<file path="config.mk">
export PLATFORM = sky130hd
export DESIGN_NAME = audio_fifo_ctl
export DESIGN_NICKNAME = d
export VERILOG_FILES = /design/src/rtl/afc_pkg.sv /design/src/rtl/afc_store.sv /design/src/rtl/afc_regs.sv /design/src/rtl/audio_fifo_ctl.sv
export SDC_FILE = /design/constraint.sdc
export NUM_CORES = 2
export LEC_CHECK = 0
export ABC_AREA = 1
export BUFFER_PORTS_ARGS = -buffer_cell sky130_fd_sc_hd__buf_2
export CELL_PAD_IN_SITES_DETAIL_PLACEMENT = 1
export CELL_PAD_IN_SITES_GLOBAL_PLACEMENT = 1
export CORE_ASPECT_RATIO = 1.4
export CORE_MARGIN = 3
export CORE_UTILIZATION = 52
export DETAILED_ROUTE_END_ITERATION = 8
export PLACE_DENSITY = 0.81
export SLEW_MARGIN = 10
export SYNTH_ARGS = -nofsm -noshare
export SYNTH_HDL_FRONTEND = slang
export SYNTH_SLANG_ARGS = --single-unit
</file>
<file path="constraint.sdc">
create_clock -name clk -period 4.55 [get_ports clk]
set_clock_uncertainty 0.2 [all_clocks]
set_input_delay 0.455 -clock clk [delete_from_list [all_inputs] [get_ports clk]]
set_output_delay 0.455 -clock clk [all_outputs]
set_load 0.02 [all_outputs]
</file>
<file path="src/rtl/afc_pkg.sv">
package afc_pkg;
  localparam int REG_W = 32;

  localparam logic [2:0] A_CTL  = 3'd0;
  localparam logic [2:0] A_STAT = 3'd1;
  localparam logic [2:0] A_DMA  = 3'd2;
  localparam logic [2:0] A_CLR  = 3'd3;
  localparam logic [2:0] A_TXD  = 3'd4;
  localparam logic [2:0] A_RXD  = 3'd5;
  localparam logic [2:0] A_TXL  = 3'd6;
  localparam logic [2:0] A_RXL  = 3'd7;

  localparam int B_TXE_EN   = 0;
  localparam int B_UND_EN   = 1;
  localparam int B_UND_CLR  = 2;
  localparam int B_TX_THR   = 4;
  localparam int B_RXF_EN   = 16;
  localparam int B_RX_THR   = 20;

  localparam int B_TXDMA_LVL = 0;
  localparam int B_TXDMA_EN  = 8;
  localparam int B_RXDMA_LVL = 16;
  localparam int B_RXDMA_EN  = 24;

  localparam int B_CLR_TX = 0;
  localparam int B_CLR_RX = 1;

  localparam int N_PATH = 2;
  localparam int P_TX   = 0;
  localparam int P_RX   = 1;
endpackage

</file>
<file path="src/rtl/afc_store.sv">
module afc_store #(
  parameter int DEPTH = 32,
  parameter int DW    = 32,
  localparam int AW   = $clog2(DEPTH),
  localparam int LW   = AW + 1
) (
  input  logic          clk,
  input  logic          rst_n,
  input  logic          flush,
  input  logic          push,
  input  logic [DW-1:0] push_data,
  input  logic          pop,
  output logic [DW-1:0] head,
  output logic [LW-1:0] level,
  output logic          empty,
  output logic          full
);
  logic [DW-1:0] mem [DEPTH];
  logic [AW-1:0] wr_ptr, rd_ptr;
  logic          push_ok, pop_ok;

  assign empty   = (level == '0);
  assign full    = (level == LW'(DEPTH));
  assign push_ok = push && !full && !flush;
  assign pop_ok  = pop && !empty && !flush;
  assign head    = mem[rd_ptr];

  function automatic logic [AW-1:0] nxt(input logic [AW-1:0] p);
    return (p == AW'(DEPTH - 1)) ? '0 : p + AW'(1);
  endfunction

  always_ff @(posedge clk) begin
    if (push_ok) mem[wr_ptr] <= push_data;
  end

  always_ff @(posedge clk) begin
    if (!rst_n || flush) begin
      wr_ptr <= '0;
      rd_ptr <= '0;
      level  <= '0;
    end else begin
      if (push_ok) wr_ptr <= nxt(wr_ptr);
      if (pop_ok)  rd_ptr <= nxt(rd_ptr);
      unique case ({push_ok, pop_ok})
        2'b10:   level <= level + LW'(1);
        2'b01:   level <= level - LW'(1);
        default: level <= level;
      endcase
    end
  end
endmodule

</file>
<file path="src/rtl/afc_regs.sv">
module afc_regs
  import afc_pkg::*;
#(
  parameter int DW = 32,
  parameter int TW = 5,
  localparam int LW = TW + 1
) (
  input  logic             clk,
  input  logic             rst_n,
  input  logic             reg_wr,
  input  logic             reg_rd,
  input  logic [2:0]       reg_addr,
  input  logic [REG_W-1:0] reg_wdata,
  output logic [REG_W-1:0] reg_rdata,
  input  logic [LW-1:0]    tx_level,
  input  logic [LW-1:0]    rx_level,
  input  logic             tx_full,
  input  logic             rx_empty,
  input  logic [DW-1:0]    rx_head,
  input  logic             underrun_evt,
  output logic             tx_push,
  output logic [DW-1:0]    tx_wdata,
  output logic             rx_pop,
  output logic             tx_flush,
  output logic             rx_flush,
  output logic             underrun,
  output logic             irq,
  output logic             tx_dma_req,
  output logic             rx_dma_req
);
  logic          txe_en, und_en, rxf_en;
  logic [TW-1:0] tx_thr_f, rx_thr_f;
  logic [TW-1:0] tx_dlvl, rx_dlvl;
  logic          tx_den, rx_den;
  logic          txe_st, rxf_st;
  logic          wr_ctl, wr_dma, wr_clr;

  assign wr_ctl = reg_wr && (reg_addr == A_CTL);
  assign wr_dma = reg_wr && (reg_addr == A_DMA);
  assign wr_clr = reg_wr && (reg_addr == A_CLR);

  assign tx_wdata = reg_wdata[DW-1:0];
  assign tx_push  = reg_wr && (reg_addr == A_TXD) && !tx_full && !tx_flush;
  assign rx_pop   = reg_rd && (reg_addr == A_RXD) && !rx_empty && !rx_flush;

  always_ff @(posedge clk) begin
    if (!rst_n) begin
      txe_en   <= 1'b0;
      und_en   <= 1'b0;
      rxf_en   <= 1'b0;
      tx_thr_f <= '0;
      rx_thr_f <= '0;
      tx_dlvl  <= '0;
      rx_dlvl  <= '0;
      tx_den   <= 1'b0;
      rx_den   <= 1'b0;
      tx_flush <= 1'b0;
      rx_flush <= 1'b0;
      underrun <= 1'b0;
    end else begin
      if (wr_ctl) begin
        txe_en   <= reg_wdata[B_TXE_EN];
        und_en   <= reg_wdata[B_UND_EN];
        rxf_en   <= reg_wdata[B_RXF_EN];
        tx_thr_f <= reg_wdata[B_TX_THR +: TW];
        rx_thr_f <= reg_wdata[B_RX_THR +: TW];
      end
      if (wr_dma) begin
        tx_dlvl <= reg_wdata[B_TXDMA_LVL +: TW];
        tx_den  <= reg_wdata[B_TXDMA_EN];
        rx_dlvl <= reg_wdata[B_RXDMA_LVL +: TW];
        rx_den  <= reg_wdata[B_RXDMA_EN];
      end
      tx_flush <= wr_clr && reg_wdata[B_CLR_TX];
      rx_flush <= wr_clr && reg_wdata[B_CLR_RX];
      if (underrun_evt)
        underrun <= 1'b1;
      else if (wr_ctl && reg_wdata[B_UND_CLR])
        underrun <= 1'b0;
    end
  end

  assign txe_st = (tx_level <= (LW'(tx_thr_f) + LW'(1)));
  assign rxf_st = (rx_level >= (LW'(rx_thr_f) + LW'(1)));

  assign irq        = (txe_st && txe_en) || (underrun && und_en) || (rxf_st && rxf_en);
  assign tx_dma_req = tx_den && (tx_level <= LW'(tx_dlvl));
  assign rx_dma_req = rx_den && (rx_level > LW'(rx_dlvl));

  always_comb begin
    reg_rdata = '0;
    unique case (reg_addr)
      A_CTL: begin
        reg_rdata[B_TXE_EN]         = txe_en;
        reg_rdata[B_UND_EN]         = und_en;
        reg_rdata[B_RXF_EN]         = rxf_en;
        reg_rdata[B_TX_THR +: TW]   = tx_thr_f;
        reg_rdata[B_RX_THR +: TW]   = rx_thr_f;
      end
      A_STAT: begin
        reg_rdata[0]  = txe_st;
        reg_rdata[1]  = underrun;
        reg_rdata[16] = rxf_st;
      end
      A_DMA: begin
        reg_rdata[B_TXDMA_LVL +: TW] = tx_dlvl;
        reg_rdata[B_TXDMA_EN]        = tx_den;
        reg_rdata[B_RXDMA_LVL +: TW] = rx_dlvl;
        reg_rdata[B_RXDMA_EN]        = rx_den;
      end
      A_CLR: begin
        reg_rdata[B_CLR_TX] = tx_flush;
        reg_rdata[B_CLR_RX] = rx_flush;
      end
      A_RXD:   reg_rdata[DW-1:0] = rx_head;
      A_TXL:   reg_rdata[LW-1:0] = tx_level;
      A_RXL:   reg_rdata[LW-1:0] = rx_level;
      default: reg_rdata = '0;
    endcase
  end
endmodule

</file>
<file path="src/rtl/audio_fifo_ctl.sv">
module audio_fifo_ctl
  import afc_pkg::*;
#(
  parameter int DEPTH = 32,
  parameter int DW    = 32,
  localparam int TW   = $clog2(DEPTH),
  localparam int LW   = TW + 1
) (
  input  logic             clk,
  input  logic             rst_n,
  input  logic             reg_wr,
  input  logic             reg_rd,
  input  logic [2:0]       reg_addr,
  input  logic [REG_W-1:0] reg_wdata,
  output logic [REG_W-1:0] reg_rdata,
  output logic             tx_valid,
  input  logic             tx_ready,
  output logic [DW-1:0]    tx_data,
  input  logic             rx_valid,
  output logic             rx_ready,
  input  logic [DW-1:0]    rx_data,
  output logic             irq,
  output logic             tx_dma_req,
  output logic             rx_dma_req
);
  logic          q_flush [N_PATH];
  logic          q_push  [N_PATH];
  logic [DW-1:0] q_din   [N_PATH];
  logic          q_pop   [N_PATH];
  logic [DW-1:0] q_head  [N_PATH];
  logic [LW-1:0] q_level [N_PATH];
  logic          q_empty [N_PATH];
  logic          q_full  [N_PATH];

  logic          tx_push, rx_pop, tx_flush, rx_flush, underrun;
  logic [DW-1:0] tx_wdata;
  logic [LW-1:0] tx_level, rx_level;

  assign tx_level = q_level[P_TX];
  assign rx_level = q_level[P_RX];

  assign tx_valid = !q_empty[P_TX] && !tx_flush;
  assign tx_data  = q_head[P_TX];
  assign rx_ready = !q_full[P_RX] && !rx_flush;

  assign q_flush[P_TX] = tx_flush;
  assign q_push[P_TX]  = tx_push;
  assign q_din[P_TX]   = tx_wdata;
  assign q_pop[P_TX]   = tx_valid && tx_ready;

  assign q_flush[P_RX] = rx_flush;
  assign q_push[P_RX]  = rx_valid && rx_ready;
  assign q_din[P_RX]   = rx_data;
  assign q_pop[P_RX]   = rx_pop;

  for (genvar g = 0; g < N_PATH; g++) begin : g_q
    afc_store #(.DEPTH(DEPTH), .DW(DW)) u_store (
      .clk       (clk),
      .rst_n     (rst_n),
      .flush     (q_flush[g]),
      .push      (q_push[g]),
      .push_data (q_din[g]),
      .pop       (q_pop[g]),
      .head      (q_head[g]),
      .level     (q_level[g]),
      .empty     (q_empty[g]),
      .full      (q_full[g])
    );
  end

  afc_regs #(.DW(DW), .TW(TW)) u_regs (
    .clk          (clk),
    .rst_n        (rst_n),
    .reg_wr       (reg_wr),
    .reg_rd       (reg_rd),
    .reg_addr     (reg_addr),
    .reg_wdata    (reg_wdata),
    .reg_rdata    (reg_rdata),
    .tx_level     (tx_level),
    .rx_level     (rx_level),
    .tx_full      (q_full[P_TX]),
    .rx_empty     (q_empty[P_RX]),
    .rx_head      (q_head[P_RX]),
    .underrun_evt (tx_ready && q_empty[P_TX]),
    .tx_push      (tx_push),
    .tx_wdata     (tx_wdata),
    .rx_pop       (rx_pop),
    .tx_flush     (tx_flush),
    .rx_flush     (rx_flush),
    .underrun     (underrun),
    .irq          (irq),
    .tx_dma_req   (tx_dma_req),
    .rx_dma_req   (rx_dma_req)
  );
endmodule

</file>
; ---- Word level (Yosys, flattened, before mapping)
; Memories as Yosys holds them, arrays and structs flattened. A register that Yosys moved wholly into a read port is not among the register bits.
; Index checks and enable logic that the tools add are counted.
[classes]
reduce_logical = 47
muxes = 29
n_addsub = 10
magnitude_cmp = 4
eq_ne = 17
[ops]
columns = op, n
row1 = 2-to-1 mux 5 bit, 8
row2 = logical AND 1 bit, 30
row3 = case mux 6 bit (2 select lines), 2
row4 = "adder 5 x 1 -> 5 bit, second input constant", 4
row5 = "== test 5 bit, second input constant", 4
row6 = 2-to-1 mux 7 bit, 2
row7 = case mux 2 bit (7 select lines), 1
row8 = "adder 5 x 1 -> 6 bit, second input constant", 2
row9 = "adder 6 x 1 -> 6 bit, second input constant", 2
row10 = "== test 3 bit, second input constant", 4
row11 = "== test 6 bit, second input constant", 2
row12 = logical NOT 6 bit, 2
row13 = case mux 3 bit (2 select lines), 2
row14 = "subtractor 6 x 1 -> 6 bit, second input constant", 2
row15 = case mux 1 bit (3 select lines), 3
row16 = case mux 1 bit (4 select lines), 2
row17 = case mux 2 bit (4 select lines), 1
row18 = logical NOT 1 bit, 7
row19 = "== test 3 x 2 -> 1 bit, second input constant", 2
row20 = greater-or-equal comparator 6 bit, 1
row21 = > comparator 6 x 5 -> 1 bit, 1
row22 = less-or-equal comparator 6 x 5 -> 1 bit, 1
row23 = less-or-equal comparator 6 bit, 1
row24 = 2-to-1 mux 1 bit, 6
row25 = 8 further kinds, 15
[totals]
ramBits = 2048
in_bits = 73
reg_bits = 60
output_inout_bits = 69
mem_count = 2
wordCells = 127
[mem_list]
columns = name, depth, width, read_ports, rd_clocked_by_memory_dff, write_ports, line_no
row1 = g_q[0].u_store.mem, 32, 32, 1, 1, 1, afc_store.sv:18  ; logic [DW-1:0] mem [DEPTH];
row2 = g_q[1].u_store.mem, 32, 32, 1, 1, 1, afc_store.sv:18

; ---- Logic depth before layout (Yosys ltp)
[depth]
word_depth = 8
mapped_depth = 18
ltp_nobuf = 18

; ---- Hierarchy
; A second synthesis with hierarchy kept.
[unflattened]
hier_cells = 7476
hier_area_um2 = 87416.3
[by_module_without_submodules]
columns = module, cells_each, area_per_inst_um2, n_inst, seq_area_each_um2
row1 = afc_store at g_q[0].u_store, 3542, 42477.0, 1, 31169.9
row2 = afc_store at g_q[1].u_store, 3539, 42333.1, 1, 31169.9
row3 = afc_regs, 381, 2546.2, 1, 560.5
row4 = audio_fifo_ctl, 14, 60.1, 1, 0.0

; ---- Worst setup path before layout
; Ideal clock, no wire load.
[synth_path]
path_kind = input-to-reg
startpoint = input reg_addr[0]
endpoint = memory g_q[0].u_store.mem[31][0], enable pin
n_path_buf = 0
setup_ns = 0.461
setup_slack_ns = 0.498
arrival_ns = 3.391
required_ns = 3.889
path_stages = 7
cell_sequence = inv_1 nand3_1 nor3_1 nand2_2 inv_2 nand3_1 nor3_1
[synth_between]
elab_chain_cells = 8
[synth_lines]
columns = element, line_no
row1 = from (decl), audio_fifo_ctl.sv:13  ; input logic [2:0] reg_addr,
row2 = == test 3 bit, afc_regs.sv:43  ; assign tx_push = reg_wr && (reg_addr == A_TXD) && !tx_full && !tx_flush;
row3 = logical AND 1 bit (3 in a row), afc_regs.sv:43
row4 = logical AND 1 bit (2 in a row), afc_store.sv:24  ; assign push_ok = push && !full && !flush;
row5 = 2-to-1 mux 1 bit, afc_store.sv:33  ; if (push_ok) mem[wr_ptr] <= push_data;
row6 = 2-to-1 mux 1 bit (implied by the code), afc_store.sv:33
row7 = to (decl), afc_store.sv:18
; No other way between the ends.

==> key figures <==
Run status
  – Status: finished, final reports clean

Cells and area
  – NumNets Final: 7064
  – Most common cell after layout, fill and taps aside: edfxtp_1
  – Most frequent cells in the layout: 2048 x edfxtp_1, 1332 x nand2_1, 740 x nand3_1, 706 x nor2_1, 368 x o21ai_0
  – Fill cell count: 16000
  – Layout area overhead: 11.7%
  – Share of layout cells above drive strength 1: 9.31%

GRT
  – Vias in the first global route: 63000
  – Antenna violations before repair: 20
  – Global-route usage over all layers: 31.7%
  – Grt ovf: 0
  – First-pass GRT wire length: 402000 microns
  – Largest net degree at the start of global routing: 172

STA
  – Tcrit/Tclk final: 97.1%
  – Setup ws final: 131 ps
  – RSZ-0062 raised after global routing: no
  – Final slew viol count: 0
  – Slew headroom: 24.6%
  – Fmax: 226 MHz
  – Post-route setup TNS: 0 ps
  – Tmin final: 4420 ps
  – Worst slew pin tran: 1130 ps
  – Final hold viol count: 0
  – Final setup fails: 0

Route
  – Final WL: 272000 microns
  – WL per Instance: 29.4 microns
  – DR vias/cell: 6.38
  – Total number of vias: 59000
  – DR pass1 iterations: 5
  – DRC: 0
  – First DRT Iteration DRCs: 7178
  – Final ANT Viol Nets: 0

Place
  – RePlAce Congestion: 0.853
  – Pre-CTS setup slack: 1040 ps
  – Post-DP HPWL: 156000 microns
  – PortBufs: 141

Yosys
  – Largest cells by area after synthesis: edfxtp_1 71%, nand2_1 5.8%, nand3_1 4.3%, nor2_1 3.3%, o221ai_1 2.3%
  – Yosys Warn Count: 0
  – Post-synthesis register bit count: 2118
  – Synth top area share: 71.3%
  – Post-Synthesis Cells: 6843
  – Primary FF master, synth: edfxtp_1
  – Cell Area, Synth: 86200 sq um
  – Synth Net Count: 6960
  – Async S/R FF share, synth: 0%
  – Seq/Total Area, Yosys: 73.0%
  – Post-synth top area cell: edfxtp_1
  – Post-Syn Area per Cell: 12.6 sq um
  – Post-synth EDFFs: 2048
  – Synth cell types: 39

Job
  – Number of max-cap violations: 0

Clock network
  – # hold bufs at CTS: 62
  – CTS clk-pin slew, worst paths: 60 ps
  – CTS tree: done
  – Worst-skew pair later-pin latency: 840 ps
  – Number of buffers created by CTS: 194
  – H-tree depth: 4
  – Clk buf depth: 3
  – Post-cts resize count: 0
  – Clock Sinks: 2118
  – Clock root buffer: clkbuf_16
  – Post-CTS setup buffer count: 0

Power
  – Peak supply drop: 0.000436 V
  – Leakage: 32.6 nW
  – PwrDens: 475 nW/um^2

Setup path
  – Crit path DAT: 3760 ps
  – Worst Setup End Kind: output pin
  – Crit path kind: reg2out
  – Critical Path RT: 3890 ps
  – Worst Setup Start Kind: register
  – CP max FO: 130

Floorplanning
  – # IOs: 142
  – Initial core utilization: 52.4%
  – Cell Rows: 176
  – Die Height: 488 microns
  – Die X: 350 microns
  – Die Area: 171000 sq um
  – Core area: 164000 sq um

Worst hold path
  – Worst min path class: in2reg
[cell usage after synthesis, types with 76 or more instances]
cell and count:
o211ai_1 76, inv_1 113, buf_2 172, o21bai_1 257, o221ai_1 224, edfxtp_1 2048
clkbuf_1 149, nand2_1 1332, nor2_1 764, nand3_1 740, a21oi_1 117, o21ai_0 368
o21ai_1 91
[state kept, by name (all words and copies together), names as in the netlist, named ones only]
signal	cells
u_regs.rx_den	1
g_q.u_store.level	12
u_regs.tx_flush	1
u_regs.txe_en	1
g_q.u_store.wr_ptr	10
u_regs.rxf_en	1
g_q.u_store.rd_ptr	10
u_regs.rx_flush	1
u_regs.tx_dlvl	5
u_regs.tx_den	1
g_q.u_store.mem	2048
u_regs.rx_thr_f	5
u_regs.und_en	1
u_regs.tx_thr_f	5
u_regs.rx_dlvl	5
u_regs.underrun	1
[metrics by stage]
stage / hold WS [ps] / std cells / instance area [sq um] / util, % / total power [mW]
after global placement: 257 / 8825 / 89500 / 54.4 / 29.3
after global routing: 40.7 / 9246 / 96300 / 58.5 / 47.3
final: 47.7 / 9252 / 96300 / 58.5 / 45.7
after floorplan: 238 / 6843 / 86200 / - / 27.3
after CTS: 0.341 / 9244 / 96300 / 58.5 / 45.8
after detailed placement: 279 / 8825 / 89500 / 54.4 / 29.9
[cell families (layout without fill, tap and decap cells)]
group,count (synthesis),in the layout,synth area share [%]
and+or+nand+nor,2871,2871,13.7
AOI/OAI and AO/OA,1222,1222,9.24
xor gates and xnor gates,13,13,0.132
adders and majority gates,44,44,0.639
buffers and inverters,575,840,3.34
DFF,2118,2118,73.0
other,0,8,0
[critical path, cell delays in order, from the launching register on]
cell and delay (ps):
dfxtp_4 470, inv_16 400, buf_12 300, nand2_1 100, nand3_1 110, nand3_1 110
nand2_1 140, nand2_1 90, nand3_1 130, nand3_1 180, o21ai_0 440, buf_2 310
[power breakdown]
part           total [mW]  switching, mW  internal (mW)
clock                16.0           7.30           8.68
combinational        7.99           5.56           2.43
sequential           21.7          0.226           21.5
total                45.7           13.1           32.6
[path summary, 6_finish.rpt]
kind | from | to | slack (ps) | cells after the start
worst max-delay path | register | reg_rdata[19] | 130 | 11
worst min register to register | g_q[1].u_store.rd_ptr[4]$_SDFFE_PP0N_ | register | 310 | 2
worst max register to register | g_q[1].u_store.level[1]$_SDFFE_PP0P_ | g_q[1].u_store.mem[3][14]$_DFFE_PP_ | 930 | 7
worst min-delay path | reg_wdata[6] | g_q[0].u_store.mem[11][6]$_DFFE_PP_ | 50 | 1
[cell type report]
type                            count  area [sq um]  share of cell area (%)
Sequential cell                  2118         62900                    65.4
Multi-Input combinational cell   4150         20900                    21.7
Clock buffer                      238          5130                    5.33
Timing Repair Buffer              360          3140                    3.26
Tap cell                         2136          2670                    2.78
Clock inverter                    119          1000                    1.04
Inverter                          123           502                   0.521
Antenna cell                        8          20.0                  0.0208
[metal layers]
| metal | GRT usage [%] | share of wire [%] | up-vias | routed length [microns] |
|---|---|---|---|---|
| li1 | - | - | 25100 | - |
| met1 | 37.1 | 35 | 30000 | 94600 |
| met2 | 55.9 | 51 | 2979 | 140000 |
| met3 | 5.07 | 7.8 | 865 | 21200 |
| met4 | 17.3 | 6.0 | 12 | 16300 |
| met5 | 0 | 0.026 | - | 72 |
No activity file was read; power rests on OpenSTA's default activity.
